File: config.mk
export PLATFORM = sky130hd
export DESIGN_NAME = fir_mult_group
export DESIGN_NICKNAME = d
export VERILOG_FILES = /design/src/rtl/fir_mult_pkg.sv /design/src/rtl/fir_operand_regs.sv /design/src/rtl/fir_mult_lane.sv /design/src/rtl/fir_mult_group.sv
export SDC_FILE = /design/constraint.sdc
export NUM_CORES = 2
export LEC_CHECK = 0
export BUFFER_PORTS_ARGS = -buffer_cell sky130_fd_sc_hd__clkbuf_2
export CORE_MARGIN = 2
export CORE_UTILIZATION = 50
export CTS_BUF_LIST = sky130_fd_sc_hd__clkbuf_8
export CTS_CLUSTER_SIZE = 8
export DETAILED_ROUTE_END_ITERATION = 6
export PLACE_DENSITY = 0.76
export SLEW_MARGIN = 20
export SYNTH_ARGS = -nofsm -noshare
export SYNTH_HDL_FRONTEND = slang
export SYNTH_SLANG_ARGS = --single-unit
export TNS_END_PERCENT = 30
File: constraint.sdc
create_clock -name clk_i -period 18.52 [get_ports clk_i]
set_clock_uncertainty 0.1 [all_clocks]
set_input_delay 1.852 -clock clk_i [delete_from_list [all_inputs] [get_ports clk_i]]
set_output_delay 1.852 -clock clk_i [all_outputs]
set_load 0.01 [all_outputs]
File: src/rtl/fir_mult_pkg.sv
package fir_mult_pkg;
  localparam int NAT_W  = 18;
  localparam int PROD_W = 2 * NAT_W;

  // Interpret each operand per its sign bit, multiply in 19-bit signed space.
  function automatic logic [PROD_W-1:0] mul_nat(input logic [NAT_W-1:0] a,
                                                input logic [NAT_W-1:0] b,
                                                input logic sa,
                                                input logic sb);
    logic signed [NAT_W:0]      ea;
    logic signed [NAT_W:0]      eb;
    logic signed [2*NAT_W+1:0]  p;
    ea = {sa & a[NAT_W-1], a};
    eb = {sb & b[NAT_W-1], b};
    p  = ea * eb;
    return p[PROD_W-1:0];
  endfunction
endpackage

File: src/rtl/fir_operand_regs.sv
module fir_operand_regs
  import fir_mult_pkg::*;
#(
  parameter int N_LANE = 4,
  parameter int OPD_W  = 16
) (
  input  logic                           clk_i,
  input  logic                           rst_ni,
  input  logic                           en_i,
  input  logic                           clr_i,
  input  logic [N_LANE-1:0][OPD_W-1:0]   a_i,
  input  logic [N_LANE-1:0][OPD_W-1:0]   b_i,
  input  logic                           sign_a_i,
  input  logic                           sign_b_i,
  input  logic                           shift_a_i,
  input  logic                           loop_b_i,
  input  logic [NAT_W-1:0]               fb_i,
  output logic [N_LANE-1:0][NAT_W-1:0]   a_q_o,
  output logic [N_LANE-1:0][NAT_W-1:0]   b_q_o,
  output logic                           sa_q_o,
  output logic                           sb_q_o
);
  localparam int PAD_W = NAT_W - OPD_W;

  logic [N_LANE-1:0][NAT_W-1:0] a_pad, b_pad, a_nxt, b_nxt;

  for (genvar i = 0; i < N_LANE; i++) begin : g_lane
    if (PAD_W > 0) begin : g_pad
      assign a_pad[i] = {{PAD_W{sign_a_i & a_i[i][OPD_W-1]}}, a_i[i]};
      assign b_pad[i] = {{PAD_W{sign_b_i & b_i[i][OPD_W-1]}}, b_i[i]};
    end else begin : g_nopad
      assign a_pad[i] = a_i[i];
      assign b_pad[i] = b_i[i];
    end

    if (i == 0) begin : g_first
      assign a_nxt[i] = a_pad[i];
      assign b_nxt[i] = loop_b_i ? fb_i : b_pad[i];
    end else begin : g_rest
      assign a_nxt[i] = shift_a_i ? a_q_o[i-1] : a_pad[i];
      assign b_nxt[i] = b_pad[i];
    end

    always_ff @(posedge clk_i or negedge rst_ni) begin
      if (!rst_ni) begin
        a_q_o[i] <= '0;
        b_q_o[i] <= '0;
      end else if (clr_i) begin
        a_q_o[i] <= '0;
        b_q_o[i] <= '0;
      end else if (en_i) begin
        a_q_o[i] <= a_nxt[i];
        b_q_o[i] <= b_nxt[i];
      end
    end
  end

  always_ff @(posedge clk_i or negedge rst_ni) begin
    if (!rst_ni) begin
      sa_q_o <= 1'b0;
      sb_q_o <= 1'b0;
    end else if (clr_i) begin
      sa_q_o <= 1'b0;
      sb_q_o <= 1'b0;
    end else if (en_i) begin
      sa_q_o <= sign_a_i;
      sb_q_o <= sign_b_i;
    end
  end
endmodule

File: src/rtl/fir_mult_lane.sv
module fir_mult_lane
  import fir_mult_pkg::*;
(
  input  logic              clk_i,
  input  logic              rst_ni,
  input  logic              en_i,
  input  logic              clr_i,
  input  logic [NAT_W-1:0]  a_i,
  input  logic [NAT_W-1:0]  b_i,
  input  logic              sa_i,
  input  logic              sb_i,
  output logic [PROD_W-1:0] prod_q_o
);
  logic [PROD_W-1:0] prod_d;

  assign prod_d = mul_nat(a_i, b_i, sa_i, sb_i);

  always_ff @(posedge clk_i or negedge rst_ni) begin
    if (!rst_ni)     prod_q_o <= '0;
    else if (clr_i)  prod_q_o <= '0;
    else if (en_i)   prod_q_o <= prod_d;
  end
endmodule

File: src/rtl/fir_mult_group.sv
module fir_mult_group
  import fir_mult_pkg::*;
#(
  parameter int N_LANE = 4,
  parameter int OPD_W  = 16
) (
  input  logic                       clk_i,
  input  logic                       rst_ni,
  input  logic                       en_i,
  input  logic                       clr_i,
  input  logic [N_LANE*OPD_W-1:0]    a_i,
  input  logic [N_LANE*OPD_W-1:0]    b_i,
  input  logic                       sign_a_i,
  input  logic                       sign_b_i,
  input  logic                       shift_a_i,
  input  logic                       loop_b_i,
  output logic [N_LANE*PROD_W-1:0]   prod_o,
  output logic                       prod_signed_o
);
  logic [N_LANE-1:0][OPD_W-1:0]  a_v, b_v;
  logic [N_LANE-1:0][NAT_W-1:0]  a_q, b_q;
  logic [N_LANE-1:0][PROD_W-1:0] prod_q;
  logic                          sa_q, sb_q;
  logic [NAT_W-1:0]              fb;

  for (genvar i = 0; i < N_LANE; i++) begin : g_map
    assign a_v[i] = a_i[i*OPD_W +: OPD_W];
    assign b_v[i] = b_i[i*OPD_W +: OPD_W];
    assign prod_o[i*PROD_W +: PROD_W] = prod_q[i];
  end

  // Upper half of lane 0's registered product feeds its B register.
  assign fb = prod_q[0][PROD_W-1:NAT_W];

  fir_operand_regs #(.N_LANE(N_LANE), .OPD_W(OPD_W)) u_opd (
    .clk_i     (clk_i),
    .rst_ni    (rst_ni),
    .en_i      (en_i),
    .clr_i     (clr_i),
    .a_i       (a_v),
    .b_i       (b_v),
    .sign_a_i  (sign_a_i),
    .sign_b_i  (sign_b_i),
    .shift_a_i (shift_a_i),
    .loop_b_i  (loop_b_i),
    .fb_i      (fb),
    .a_q_o     (a_q),
    .b_q_o     (b_q),
    .sa_q_o    (sa_q),
    .sb_q_o    (sb_q)
  );

  for (genvar i = 0; i < N_LANE; i++) begin : g_mul
    fir_mult_lane u_lane (
      .clk_i    (clk_i),
      .rst_ni   (rst_ni),
      .en_i     (en_i),
      .clr_i    (clr_i),
      .a_i      (a_q[i]),
      .b_i      (b_q[i]),
      .sa_i     (sa_q),
      .sb_i     (sb_q),
      .prod_q_o (prod_q[i])
    );
  end

  always_ff @(posedge clk_i or negedge rst_ni) begin
    if (!rst_ni)     prod_signed_o <= 1'b0;
    else if (clr_i)  prod_signed_o <= 1'b0;
    else if (en_i)   prod_signed_o <= sa_q | sb_q;
  end
endmodule

Yosys cells after proc, flatten, opt, wreduce, memory -nomap -nowiden
Cells that the tools add are included.

$mul: 4. Muxes and demuxes: 34. Bitwise logic cells: 17. Reductions and logical operators: 1.

Operators with widths (count): 18-bit two-way mux (20); 36-bit two-way mux (8); 19-bit by 19-bit multiplier with 36-bit output (4); 1-bit AND (16); 1-bit two-way mux (6); 2-bit nonzero test (1); 1-bit OR (1).

Register bits: 291. Output and inout port bits: 145. Logic and storage cells: 71.

Logic depth before layout (Yosys ltp)
Depth after elaboration: 4. Gate-level depth with buffers: 28. Depth with buffers taken out: 26.

Hierarchy
A second synthesis with hierarchy kept.

Cells, all modules: 6870. Area total of the unflattened synthesis: 64698.3 µm².

Modules (own cells, without submodules): fir_mult_lane (g_mul[1].u_lane ...) (times used 2, cells an instance 1583, area an instance 14596.5 µm²); fir_mult_lane (g_mul[3].u_lane) (times used 1, cells an instance 1583, area an instance 14620.3 µm²); fir_mult_lane (g_mul[0].u_lane) (times used 1, cells an instance 1574, area an instance 14565.2 µm²); fir_operand_regs (times used 1, cells an instance 543, area an instance 6279.8 µm²); fir_mult_group (times used 1, cells an instance 4, area an instance 40.0 µm²).

Worst setup path before layout
OpenSTA, ideal clock, no wires.

Path type: register -> register. Start: register u_opd.a_q_o[50] in the netlist's numbering. End: register g_mul[2].u_lane.prod_q_o[34]. Library setup time: 0.069 ns. Arrival: 6.972 ns. Path slack: 11.379 ns. Cell stages (with the launch flop): 27. Buffers on the path: 2. Clock period less this slack: 7.141 ns. Cells stage by stage: dfrtp_1 -> clkbuf_1 -> clkbuf_1 -> nand2_1 -> fa_1 -> inv_1 -> fa_1 -> inv_1 -> fa_1 -> inv_1 -> fa_1 -> fa_1 -> fa_1 -> inv_1 -> fa_1 -> inv_1 -> ha_1 -> a21o_1 -> a21oi_1 -> o211ai_1 -> a311o_1 -> a41o_1 -> a41oi_2 -> nor3b_2 -> o21bai_1 -> or4b_1 -> nand3_1.

Word-level cells in the longest chain between the ends: 3.

RTL lines: start, declared (line fir_operand_regs.sv:18) `output logic [N_LANE-1:0][NAT_W-1:0] a_q_o,`; start signal, assigned by index (line fir_operand_regs.sv:52) `a_q_o[i] <= a_nxt[i];`; 19-bit by 19-bit multiplier with 36-bit output (line fir_mult_pkg.sv:15) `p = ea * eb;`; 36-bit two-way mux (line fir_mult_lane.sv:21) `else if (en_i) prod_q_o <= prod_d;`; 36-bit two-way mux (line fir_mult_lane.sv:20) `else if (clr_i) prod_q_o <= '0;`; end signal, assigned (line fir_mult_lane.sv:21); end, declared (line fir_mult_lane.sv:12) `output logic [PROD_W-1:0] prod_q_o`.

No other way between the ends. The select of a mux whose other input is x is not followed. A chain may end at the register's enable or synchronous reset.

Worst setup path after layout
Start: register u_opd.b_q_o[17] in the netlist's numbering. End: register g_mul[0].u_lane.prod_q_o[34].

Word-level cells in the longest chain between the ends: 4.

RTL lines: start, declared (line fir_operand_regs.sv:19) `output logic [N_LANE-1:0][NAT_W-1:0] b_q_o,`; start signal, assigned by index (line fir_operand_regs.sv:53) `b_q_o[i] <= b_nxt[i];`; 1-bit AND (line fir_mult_pkg.sv:14) `eb = {sb & b[NAT_W-1], b};`; 19-bit by 19-bit multiplier with 36-bit output * (line fir_mult_pkg.sv:15); 36-bit two-way mux * (line fir_mult_lane.sv:21); 36-bit two-way mux * (line fir_mult_lane.sv:20); end signal, assigned (line fir_mult_lane.sv:21); end, declared (line fir_mult_lane.sv:12).

Every way passes the cells marked *; elsewhere a longest branch is shown, timed or not. The select of a mux whose other input is x is not followed.

==> results.md <==
- Num CTS Buffers: 56
- CTS resizes: 0
- Placed Cells incl. Taps: 8302
- DR vias/cell: 5.406
- Routed wire length: 163200 µm
- Critical Path, Cell by Cell: nand2_1, or2_2, fa_1, fa_1, inv_1, fa_1, fa_1, fa_1, fa_1, inv_1, fa_1, inv_1, ha_1, a21oi_1, o21ai_1, a2111oi_0, o211ai_1, a31oi_1, o21ai_1, a211oi_1, a211oi_1, xnor2_1, o21ai_1
- Clock Sinks: 284
- R2r setup slk: 10170 ps
- Total GRT Usage: 0.2625
- Hold Path End: g_mul[2].u_lane.prod_q_o[16]$_DFFE_PN0P_
- Warnings from Yosys: 0
- Layout cells sized above 1: 0.06792
- Longest Clk Path Bufs: 3
- Critical path required time: 19090 ps
- First-pass GRT wire length: 266900 µm
- Largest net degree at the start of global routing: 92
- RSZ-0062 raised after global routing: no
- FF-to-FF Start: u_opd.b_q_o[17]$_DFFE_PN0P_
- Slew Limit Fails: 0
- MaxCap Viol Count: 0
- Hold Startpoint: g_mul[2].u_lane.prod_q_o[16]$_DFFE_PN0P_
- Routed Antenna Nets: 0
- Commonest non-fill, non-tap cells in the layout: inv_1, fa_1, nand2_1
- Syn_area_per_cell: 9.445 µm²
- Setup Buffers After CTS: 0
- Syn Nets: 8651
- Port buffer count: 280
- Initial antenna violation count: 10
- FFs w/ async S/R, synth: 1.000
- Chip Width: 358.9 µm
- Core ar.: 125200 µm²
- Tmin final: 8351 ps
- Critical path class: flop to flop
- Crit-path most repeated cell: fa_1
- Crit Path Max Fanout: 20
- EDFF count, synth: 0
- Pwr per Cell Area: 43.00 nW/µm²
- Setup Total Neg Slack: 0 ps
- Max incr delay on CP: 810 ps
- Num rows: 130
- Fin Hold WS: 381.7 ps
- Final non-filler cell total: 8411
- Initial Utilization: 0.5027
- Lkg Pwr: 36.49 nW
- Final core utilization: 0.5335
- Dpl hpwl: 130200 µm
- Fin nets: 8695
- Final hold violation count: 0
- Period Utilization, post-route: 0.4509
- CP arrival: 8920 ps
- Root buffer cell: clkbuf_8
- Worst slew pin tran: 1092 ps
- Reg2reg end: g_mul[0].u_lane.prod_q_o[34]$_DFFE_PN0P_
- Setup crit start kind: flop
- Crit path from: u_opd.b_q_o[17]$_DFFE_PN0P_
- Seq/Total Area, Yosys: 0.1129
- Die area: 128800 µm²
- CTS tree: yes
- Slowest-stage cell, CP: dfrtp_1
- Vias: 45470
- Num ports: 281
- DR pass1 iterations: 6
- Max-slew headroom: 0.2721
- Maximum vdd ir drop: 0.06191 mV
- Status: completed
- R2R cell count: 23
- Residual DRC count: 0
- Max Clk Rate: 0.1198 GHz
- Library cells used by synthesis: 68
- Area growth, synth to finish: 6.131%
- Most common cell after layout, fill and taps aside: inv_1
- Grt ovf: 0
- Hold Buf Count CTS: 0
- Gpl congestion: 0.9440
- Setup-failing EPs final: 0
- Worst Hold Class: flop to flop
- Hold path depth: 2
- Number of global-route vias before repair: 49190
- Clk_lat worst skew: 810 ps
- Most used DFF post-synth: dfrtp_1
- Fillers: 11110
- Die Y-Extent: 358.9 µm
- Clock Pin Slew Worst Setup and Hold Paths: 70 ps
- Post-synthesis instance total: 6666
- Initial DRC Count: 3285
- H-tree levels: 2
- Worst Setup End Kind: flop
- WL/cell: 19.40 µm
- Mapped Area: 62960 µm²
- #FFs+latches synth: 284
-- kinds of logic after synthesis --
logic type,synth area share
buf+inv,0.1128
fa+ha+maj,0.5363
simple gates,0.1370
compound gates,0.04583
flops,0.1129
mux,0.03229
xor+xnor,0.02295
-- power breakdown --
part | switching [W] | internal, W | leakage, nW
logic | 0.000778 | 0.000530 | 32.0
registers | 0.000144 | 0.000678 | 3.81
clock network | 0.000354 | 0.000390 | 0.668
-- layout make-up --
type	instances	area (µm²)	area share
Inverter	1545	5799	0.08679
Clock inverter	39	322.8	0.004831
Sequential cell	284	7108	0.1064
Timing Repair Buffer	332	1824	0.02730
Antenna cell	3	7.507	0.0001123
Clock buffer	67	922.1	0.01380
Multi-Input combinational cell	4491	48770	0.7299
Tap cell	1650	2064	0.03090
-- registers in the layout, summed over array words and instances (netlist names) --
register,cells
g_mul.u_lane.prod_q_o,144
u_opd.b_q_o,69
u_opd.a_q_o,68
prod_signed_o,1
u_opd.sa_q_o,1
u_opd.sb_q_o,1
-- through the flow --
step / total power, W / cell area (µm²) / worst slack (ps)
after floorplan: 0.001680 / 62960 / 11380
after global placement: 0.002086 / 65570 / 10440
after detailed placement: 0.002125 / 65570 / 10410
after CTS: 0.002891 / 66810 / 10340
after global routing: 0.003087 / 66820 / 9856
final: 0.002873 / 66820 / 10170
-- synthesized netlist by cell type, types with 8 or more instances --
master / instances / area (µm²)
a211oi_1: 89 / 668.1
ha_1: 433 / 5418
clkbuf_1: 330 / 1239
a21o_1: 37 / 277.8
and3_1: 41 / 256.5
dfrtp_1: 284 / 7107
nor3_1: 17 / 85.08
fa_1: 1416 / 28350
o21a_1: 17 / 127.6
a211o_1: 8 / 70.07
xnor2_1: 114 / 998.5
inv_1: 1545 / 5799
mux2i_1: 202 / 2022
nand3_1: 32 / 160.2
a21oi_1: 115 / 575.6
o21bai_1: 13 / 97.59
nor2b_1: 20 / 125.1
o21ai_1: 59 / 295.3
nand2_1: 798 / 2995
xor2_1: 51 / 446.7
buf_1: 15 / 56.30
nand2b_1: 30 / 187.7
a22o_1: 9 / 78.83
nor2_1: 323 / 1212
and2_1: 520 / 3253
o21ai_0: 36 / 180.2
or2_2: 23 / 143.9
-- metal layers --
metal	global-route usage	wire, µm	up-vias
li1	-	-	19780
met1	0.3468	63300	23360
met2	0.4263	77880	1907
met3	0.05955	15320	408
met4	0.09332	6559	14
met5	0	98	-
-- worst max-delay path by stage --
stage,endpoint,depth (start not counted)
floorplan,g_mul[2].u_lane.prod_q_o[34]$_DFFE_PN0P_,26
global placement,g_mul[0].u_lane.prod_q_o[34]$_DFFE_PN0P_,23
detailed placement,g_mul[0].u_lane.prod_q_o[34]$_DFFE_PN0P_,23
CTS,g_mul[0].u_lane.prod_q_o[34]$_DFFE_PN0P_,23
global route,g_mul[0].u_lane.prod_q_o[34]$_DFFE_PN0P_,23
finish,g_mul[0].u_lane.prod_q_o[34]$_DFFE_PN0P_,23
-- worst max-delay path: cells and delay by family, from the launching register on --
family	cells	cell delay (ps)
AO/OA/AOI/OAI	9	2120
XOR/XNOR	1	160
adder cells (fa/ha/maj)	8	3570
buffers and inverters	3	170
flip-flops	1	810
AND/OR/NAND/NOR	2	1260
No activity file was read; power rests on OpenSTA's default activity.
